**src/rtl/led_mux_pkg.sv**
```systemverilog
// Shared constants and types for the dual blink LED selector.
// Assumes 8-bit configuration registers and two blink generators.
package led_mux_pkg;

    localparam int REG_W        = 8;
    localparam int NUM_SRC      = 2;
    localparam int MODE_W       = 2;
    localparam int LEDS_PER_SEL = REG_W / MODE_W;
    localparam int SEL_BASE     = 4;

    // Per-pin drive mode held in the selector bytes
    typedef enum logic [MODE_W-1:0] {
        MODE_RELEASE = 2'b00,
        MODE_SINK    = 2'b01,
        MODE_SRC_A   = 2'b10,
        MODE_SRC_B   = 2'b11
    } led_mode_e;

    // Address of the prescaler register of generator s
    function automatic int psc_addr(input int s);
        return 2 * s;
    endfunction

    // Address of the duty register of generator s
    function automatic int duty_addr(input int s);
        return 2 * s + 1;
    endfunction

endpackage

```
**src/rtl/led_tick_gen.sv**
```systemverilog
// Base tick divider: emits a one-cycle pulse every DIV system clocks.
// Assumes DIV >= 1; DIV = 1 gives a tick on every clock.
module led_tick_gen #(
    parameter int DIV = 6425
) (
    input  logic clk,
    input  logic rst_n,
    output logic tick
);
    localparam int CW = (DIV > 1) ? $clog2(DIV) : 1;

    logic [CW-1:0] div_q;

    // Free-running divide counter, wraps at DIV-1
    always_ff @(posedge clk) begin
        if (!rst_n)
            div_q <= '0;
        else if (div_q == CW'(DIV - 1))
            div_q <= '0;
        else
            div_q <= div_q + 1'b1;
    end

    assign tick = (div_q == CW'(DIV - 1));
endmodule

```
**src/rtl/led_blink_src.sv**
```systemverilog
// One blink generator: a prescaler that divides the base tick by psc_i+1,
// and a CNT_W-bit duty counter stepped at each prescaler terminal count.
// Level is on while the counter is below duty_i. restart_i clears both
// counters; it is asserted in the same cycle as the duty register write.
module led_blink_src #(
    parameter int CNT_W = 8
) (
    input  logic             clk,
    input  logic             rst_n,
    input  logic             tick,
    input  logic             restart_i,
    input  logic [CNT_W-1:0] psc_i,
    input  logic [CNT_W-1:0] duty_i,
    output logic             lvl_o
);
    logic [CNT_W-1:0] pre_q;
    logic [CNT_W-1:0] cnt_q;
    logic             step;

    // Terminal count also catches a prescaler lowered below the current count
    assign step = tick && (pre_q >= psc_i);

    // Prescaler: counts base ticks, restarts on terminal count or duty write
    always_ff @(posedge clk) begin
        if (!rst_n || restart_i)
            pre_q <= '0;
        else if (step)
            pre_q <= '0;
        else if (tick)
            pre_q <= pre_q + 1'b1;
    end

    // Duty counter: one step per prescaler period, wraps naturally at 2^CNT_W
    always_ff @(posedge clk) begin
        if (!rst_n || restart_i)
            cnt_q <= '0;
        else if (step)
            cnt_q <= cnt_q + 1'b1;
    end

    assign lvl_o = (cnt_q < duty_i);
endmodule

```
**src/rtl/led_pin_sync.sv**
```systemverilog
// Two-flop synchroniser for W asynchronous pin levels.
// Assumes the pins are quasi-static. The flops carry no reset, as a pure data path.
module led_pin_sync #(
    parameter int W = 16
) (
    input  logic         clk,
    input  logic [W-1:0] d,
    output logic [W-1:0] q
);
    logic [W-1:0] meta_q;
    logic [W-1:0] stab_q;

    // Two stages of resynchronisation
    always_ff @(posedge clk) begin
        meta_q <= d;
        stab_q <= meta_q;
    end

    assign q = stab_q;
endmodule

```
**src/rtl/led_blink_mux.sv**
```systemverilog
// Top: register bank, two blink generators, per-pin 2-bit mode selector
// with a registered open-drain enable, and synchronised pin readback.
// Assumes single-cycle writes and NUM_LEDS a multiple of 8.
module led_blink_mux
    import led_mux_pkg::*;
#(
    parameter  int NUM_LEDS = 16,
    parameter  int TICK_DIV = 6425,
    localparam int NUM_SEL  = NUM_LEDS / LEDS_PER_SEL,
    localparam int ADDR_W   = $clog2(SEL_BASE + NUM_SEL)
) (
    input  logic                clk,
    input  logic                rst_n,
    input  logic                wr_en,
    input  logic [ADDR_W-1:0]   wr_addr,
    input  logic [REG_W-1:0]    wr_data,
    input  logic [NUM_LEDS-1:0] pin_in,
    output logic [NUM_LEDS-1:0] pin_drive_low,
    output logic [NUM_LEDS-1:0] pin_level
);
    logic [NUM_SRC-1:0][REG_W-1:0] psc_q;
    logic [NUM_SRC-1:0][REG_W-1:0] duty_q;
    logic [NUM_SRC-1:0]            restart;
    logic [NUM_SRC-1:0]            src_lvl;
    logic [NUM_SEL-1:0][REG_W-1:0] sel_q;
    logic [MODE_W*NUM_LEDS-1:0]    sel_flat;
    logic [NUM_LEDS-1:0]           drive_d;
    logic [NUM_LEDS-1:0]           drive_q;
    logic                          tick;

    led_tick_gen #(.DIV(TICK_DIV)) u_tick (
        .clk  (clk),
        .rst_n(rst_n),
        .tick (tick)
    );

    for (genvar s = 0; s < NUM_SRC; s++) begin : g_src
        localparam logic [ADDR_W-1:0] PSC_A  = ADDR_W'(psc_addr(s));
        localparam logic [ADDR_W-1:0] DUTY_A = ADDR_W'(duty_addr(s));

        assign restart[s] = wr_en && (wr_addr == DUTY_A);

        // Prescaler register of generator s
        always_ff @(posedge clk) begin
            if (!rst_n)
                psc_q[s] <= '0;
            else if (wr_en && (wr_addr == PSC_A))
                psc_q[s] <= wr_data;
        end

        // Duty register of generator s (write also restarts the generator)
        always_ff @(posedge clk) begin
            if (!rst_n)
                duty_q[s] <= '0;
            else if (restart[s])
                duty_q[s] <= wr_data;
        end

        led_blink_src #(.CNT_W(REG_W)) u_src (
            .clk      (clk),
            .rst_n    (rst_n),
            .tick     (tick),
            .restart_i(restart[s]),
            .psc_i    (psc_q[s]),
            .duty_i   (duty_q[s]),
            .lvl_o    (src_lvl[s])
        );
    end

    for (genvar k = 0; k < NUM_SEL; k++) begin : g_sel
        localparam logic [ADDR_W-1:0] SEL_A = ADDR_W'(SEL_BASE + k);

        // Selector byte k: modes of LEDs 4k..4k+3
        always_ff @(posedge clk) begin
            if (!rst_n)
                sel_q[k] <= '0;
            else if (wr_en && (wr_addr == SEL_A))
                sel_q[k] <= wr_data;
        end
    end

    assign sel_flat = sel_q;

    for (genvar i = 0; i < NUM_LEDS; i++) begin : g_pin
        led_mode_e mode;
        assign mode = led_mode_e'(sel_flat[MODE_W*i +: MODE_W]);

        // Map the pin's mode to the sink enable
        always_comb begin
            unique case (mode)
                MODE_RELEASE: drive_d[i] = 1'b0;
                MODE_SINK:    drive_d[i] = 1'b1;
                MODE_SRC_A:   drive_d[i] = src_lvl[0];
                MODE_SRC_B:   drive_d[i] = src_lvl[1];
                default:      drive_d[i] = 1'b0;
            endcase
        end
    end

    // Registered pin enables so each pin changes on a single edge
    always_ff @(posedge clk) begin
        if (!rst_n)
            drive_q <= '0;
        else
            drive_q <= drive_d;
    end

    assign pin_drive_low = drive_q;

    led_pin_sync #(.W(NUM_LEDS)) u_sync (
        .clk(clk),
        .d  (pin_in),
        .q  (pin_level)
    );
endmodule

```
**config.mk**
```make
export PLATFORM = sky130hd
export DESIGN_NAME = led_blink_mux
export DESIGN_NICKNAME = d
export VERILOG_FILES = /design/src/rtl/led_mux_pkg.sv /design/src/rtl/led_tick_gen.sv /design/src/rtl/led_blink_src.sv /design/src/rtl/led_pin_sync.sv /design/src/rtl/led_blink_mux.sv
export SDC_FILE = /design/constraint.sdc
export NUM_CORES = 1
export LEC_CHECK = 0
export BUFFER_PORTS_ARGS = -buffer_cell sky130_fd_sc_hd__buf_2
export CORE_MARGIN = 2
export CORE_UTILIZATION = 35
export DETAILED_ROUTE_END_ITERATION = 10
export PLACE_DENSITY = 0.6
export RECOVER_POWER = 50
export SYNTH_ARGS = -nofsm -noshare
export SYNTH_HDL_FRONTEND = slang
export SYNTH_HIERARCHICAL = 1
export SYNTH_SLANG_ARGS = --single-unit
```
**constraint.sdc**
```tcl
create_clock -name clk -period 2.5 [get_ports clk]
set_input_delay 0.375 -clock clk [delete_from_list [all_inputs] [get_ports clk]]
set_output_delay 0.375 -clock clk [all_outputs]
set_load 0.01 [all_outputs]
```
* Yosys cells after proc, flatten, opt, wreduce, memory -nomap -nowiden
Cells that the tools add are included.
** Operators by class
- $add $sub $neg :: 5
- Order comparisons :: 4
- Equal/unequal tests :: 56
- Multiplexer cells :: 16
- Bitwise logic cells :: 1
- Reductions and logical operators :: 33
** Operator list (number)
- equality test 2 bit (second input constant) :: 32
- one-hot mux 1 bit (4 select lines) :: 16
- adder 8 x 1 -> 8 bit (second input constant) :: 4
- equality test 2 x 1 -> 1 bit (second input constant) :: 16
- logical NOT 2 bit :: 16
- >= comparator 8 bit :: 2
- less-than comparator 8 bit :: 2
- adder 13 x 1 -> 13 bit (second input constant) :: 1
- equality test 13 bit (second input constant) :: 1
- equality test 3 bit (second input constant) :: 4
- logical AND 1 bit :: 10
- equality test 3 x 2 -> 1 bit (second input constant) :: 2
- OR reduction 2 bit :: 3
- equality test 3 x 1 -> 1 bit (second input constant) :: 1
- logical NOT 3 bit :: 1
- logical OR 1 bit :: 2
- logical NOT 1 bit :: 1
- inverter 1 bit :: 1
** Storage, ports and cells
- Register bits after elaboration :: 157
- Input port bits :: 30
- Output and inout bits :: 32
- Word-level logic and storage cells :: 131

* Logic depth before layout (Yosys ltp)
- Depth after elaboration :: 4
- Mapped depth :: 10
- Gate-level depth less buffers :: 9

* Cells and area by module
Netlist, hierarchy kept.
** Modules (own cells, without submodules)
- led_blink_mux :: instances 1, cells an instance 315, area each 2836.5 um2, seq. area each 1601.5 um2
- led_blink_src :: instances 2, cells an instance 137, area each 1136.1 um2, seq. area each 320.3 um2
- led_pin_sync :: instances 1, cells an instance 32, area each 640.6 um2, seq. area each 640.6 um2
- led_tick_gen :: instances 1, cells an instance 68, area each 629.4 um2, seq. area each 260.2 um2

* Least setup slack after synthesis
OpenSTA, ideal clock, no wires.
- Path kind :: register -> register
- From :: reg u_tick.div_q[8]
- To :: reg g_src[0].u_src.cnt_q[7]
- Library setup time :: 70 ps
- Arrival :: 2596 ps
- Required time :: 2430 ps
- Path slack :: -166 ps
- Cell stages (with the launch flop) :: 7
- Path buffers :: 0
- Clock period less this slack :: 2666 ps
- Path through :: dfxtp_1 -> or4bb_4 -> nor3_1 -> and2_2 -> a32oi_4 -> or4_1 -> a21oi_1
** Between the ends
- Longest elaborated chain between the ends :: 2
** Ends and longest elaborated chain
- from (decl) :: line led_tick_gen.sv:12 : logic [CW-1:0] div_q;
- from (signal assigned) :: line led_tick_gen.sv:21 : div_q <= div_q + 1'b1;
- equality test 13 bit :: line led_tick_gen.sv:24 : assign tick = (div_q == CW'(DIV - 1));
- via tick :: line led_blink_mux.sv:29 : logic tick;
- logical AND 1 bit :: line led_blink_src.sv:21 : assign step = tick && (pre_q >= psc_i);
- to (signal assigned) :: line led_blink_src.sv:38 : cnt_q <= cnt_q + 1'b1;
- to (decl) :: line led_blink_src.sv:17 : logic [CNT_W-1:0] cnt_q;
The timed path passes the listed nets, and every way through them passes these cells.
A chain may end at the register's enable or synchronous reset.

* Final worst setup path
Same ends and word-level chain as after synthesis.

==> summary.txt <==
Final Cycle Share -> 0.9521
Placed inst area -> 0.006947 sq mm
Core Footprint -> 0.01790 sq mm
Maximum buffer depth of the clock tree -> 2
# clock sinks -> 157
CTS tree -> done
Fin crit period -> 2380 ps
GRT Util Overall -> 0.1364
#FFs+latches synth -> 157
# IOs -> 62
Endpoint type of the worst setup path -> flip-flop
Skew-Pair Late Insertion Delay -> 410 ps
CP peak stage delay -> 600 ps
Ratio of cells with drive above 1 in the final layout -> 0.1712
Initial DRC count -> 219
Die width -> 139 um
F_max -> 0.4201 GHz
Crit path kind -> reg2reg
Hold path cells -> 1
DR pass1 iterations -> 5
Status -> finished, final reports clean
Tightest Pin Transition -> 995.4 ps
Final count of hold timing violations -> 0
Crit path buffers/inverters -> 0
Int Power -> 0.004138 W
Area of the multi-input gates -> 0.002920 sq mm
# placed instances -> 962
GRT overflow -> 0
Initial antenna violation count -> 0
Nets@finish -> 818
Synth area leader -> dfxtp_1
Vias in the first global route -> 4,524
Hold/Removal Path Class -> in2reg
Synth top area share -> 0.4927
Library cells used by synthesis -> 47
RSZ-0062 raised after global routing -> no
TNS Setup -> 0 ps
Post-DR wirelength/cell -> 12.83 um
Initial core utilization -> 0.3563
Syn avg cell area -> 9.258 sq um
Ys async rst share -> 0
CTS Hold Bufs -> 0
Worst-path maximum fanout -> 12
Rows -> 49
Total clock buffers created by CTS -> 17
CP arrival -> 2730 ps
Die Y -> 139 um
Leak pwr -> 2.878 nW
Comb power frac -> 0.046
Routed wire length -> 12,760 um
Slew Viols, Final -> 0
Seq pwr share -> 0.478
Cells after Synth -> 689
Worst EP required -> 2850 ps
Clock Skews -> 8.475 ps
CP cell instances -> or4bb_4, nor3_4, and2_2, a32oi_4, or4_1, a21oi_1
Post-route cell area -> 0.007531 sq mm
Main synth FF type -> dfxtp_1
P per Cell Area -> 717.5 mW/mm^2
Antenna violation net count after detailed routing -> 0
Largest cells by area after synthesis -> dfxtp_1 (49%), ha_1 (7.1%), o21ai_0 (6.6%)
GP Congestion -> 0.7235
Critical path launch point type -> flip-flop
Area Growth Syn to Fin -> 18.07%
Clock share of power -> 0.476
Ant. Diodes -> 0
Die footprint -> 0.01932 sq mm
Routed via count -> 4,821
Via density per instance -> 4.850
Final setup violation count -> 0
Fillers -> 1,752
H-Tree Depth -> 4
Mapped Area -> 0.006379 sq mm
Net count after synthesis -> 755
Number of synthesized flops with an enable pin -> 0
DP HPWL -> 8330 um
Largest net degree at the start of global routing -> 66
Max_slew headroom -> 0.3364
R2R cell count -> 6
Core Util, Final -> 0.4207
Worst setup margin -> 119.7 ps
Synth warn -> 6
Switching Share -> 0.2342
Slowest stage cell, crit path -> or4bb_4
Reg area -> 0.003143 sq mm
Net Sw Power -> 0.001265 W
Reg clk slew, reported paths -> 70 ps
Worst slack, placed -> 57.97 ps
Max cap viols -> 0
Post-synthesis sequential area ratio -> 0.4927
IO Port Bufs -> 61
First-pass GRT wire length -> 21,530 um
CTS root buf -> clkbuf_16
Crit path max-delay family -> simple AND/OR/NAND/NOR gates
Final non-filler cell total -> 994
Worst path depth -> 6
Drt drc -> 0
Worst IR drop on VDD -> 480.8 uV
[kinds of logic after synthesis]
kind of cell | synth area share
AO/OA/AOI/OAI | 0.1497
buffers and inverters | 0.05120
XOR/XNOR | 0.01785
adder cells (fa/ha/maj) | 0.07062
AND/OR/NAND/NOR | 0.2148
flip-flops | 0.4927
multiplexers | 0.003139
[state kept, by name, indices dropped and copies added (netlist names)]
register and count:
g_src.u_src/pre_q 16, u_sync/meta_q 16, psc_q 16, u_tick/div_q 13, u_sync/q 16, duty_q 16
g_src.u_src/cnt_q 16, g_pin.mode 32, pin_drive_low 16
[per-layer routing]
layer / track usage / vias to the layer above / routed length [um]
li1: - / 2560 / -
met1: 0.1692 / 2218 / 6274
met2: 0.2269 / 35 / 6125
met3: 0.03419 / 8 / 217
met4: 0.05635 / 0 / 140
met5: 0 / - / 0
[metrics by stage]
stage / total power, W / hold WS [ps]
2_1_floorplan: 0.002782 / 309.6
3_5_place_dp: 0.002892 / 312.1
6_report: 0.005404 / 57.68
4_1_cts: 0.005484 / 32.54
5_1_grt: 0.005625 / 25.45
3_3_place_gp: 0.002888 / 310.0
[cells in the final DEF, fill, tap and decap left out, types with 9 or more instances in the layout]
| cell type | instances |
|---|---|
| clkbuf_16 | 17 |
| o21ai_0 | 84 |
| or3_2 | 9 |
| buf_2 | 54 |
| dfxtp_1 | 157 |
| nand2_1 | 38 |
| nand2b_1 | 12 |
| a21oi_1 | 44 |
| nand3_1 | 81 |
| nor3b_1 | 14 |
| nor2_1 | 33 |
| ha_1 | 36 |
| buf_4 | 15 |
| inv_1 | 44 |
[worst paths after layout]
| kind | startpoint | end | slack (ps) |
|---|---|---|---|
| hold / removal | pin_in[1] | u_sync/meta_q[1]$_DFF_P_ | 60 |
| setup reg to reg | u_tick/div_q[8]$_SDFF_PP0_ | g_src[0].u_src/cnt_q[7]$_SDFFE_PP0P_ | 120 |
| setup / recovery | u_tick/div_q[8]$_SDFF_PP0_ | g_src[0].u_src/cnt_q[7]$_SDFFE_PP0P_ | 120 |
| hold reg to reg | u_sync/meta_q[2]$_DFF_P_ | u_sync/q[2]$_DFF_P_ | 330 |
[synth_stat cells, drive strengths merged, types with 3 or more instances]
master	instances
or3	14
a31oi	4
nor2	33
a21o	6
clkbuf	22
nand4	8
ha	36
nand2	40
or4	6
buf	11
nor3b	14
xor2	8
xnor2	5
a21boi	4
nand4b	4
o21ai	92
nand4bb	3
and4	4
inv	44
nand3b	8
nand2b	12
a21oi	44
o31ai	7
nand3	83
dfxtp	157
[power groups by stage]
stage | logic [W] | registers, W | clock network (W)
2_1_floorplan | 0.000137 | 0.00264 | 0
3_3_place_gp | 0.000252 | 0.00264 | 0
3_5_place_dp | 0.000253 | 0.00264 | 0
4_1_cts | 0.000253 | 0.00258 | 0.00265
5_1_grt | 0.000275 | 0.00259 | 0.00276
6_report | 0.000248 | 0.00258 | 0.00257
[repair_timing]
item / CTS / global route
setup endpoints to repair: 0 / 11
buffers inserted: 0 / 0
resized for setup: 0 / 1
[layout make-up]
| class | instances | share of cell area |
|---|---|---|
| Tap cell | 229 | 0.03805 |
| Clock buffer | 18 | 0.05699 |
| Inverter | 44 | 0.02193 |
| Clock inverter | 14 | 0.02093 |
| Sequential cell | 157 | 0.4173 |
| Multi-Input combinational cell | 455 | 0.3878 |
| Timing Repair Buffer | 77 | 0.05699 |
No activity file was read; power rests on OpenSTA's default activity.
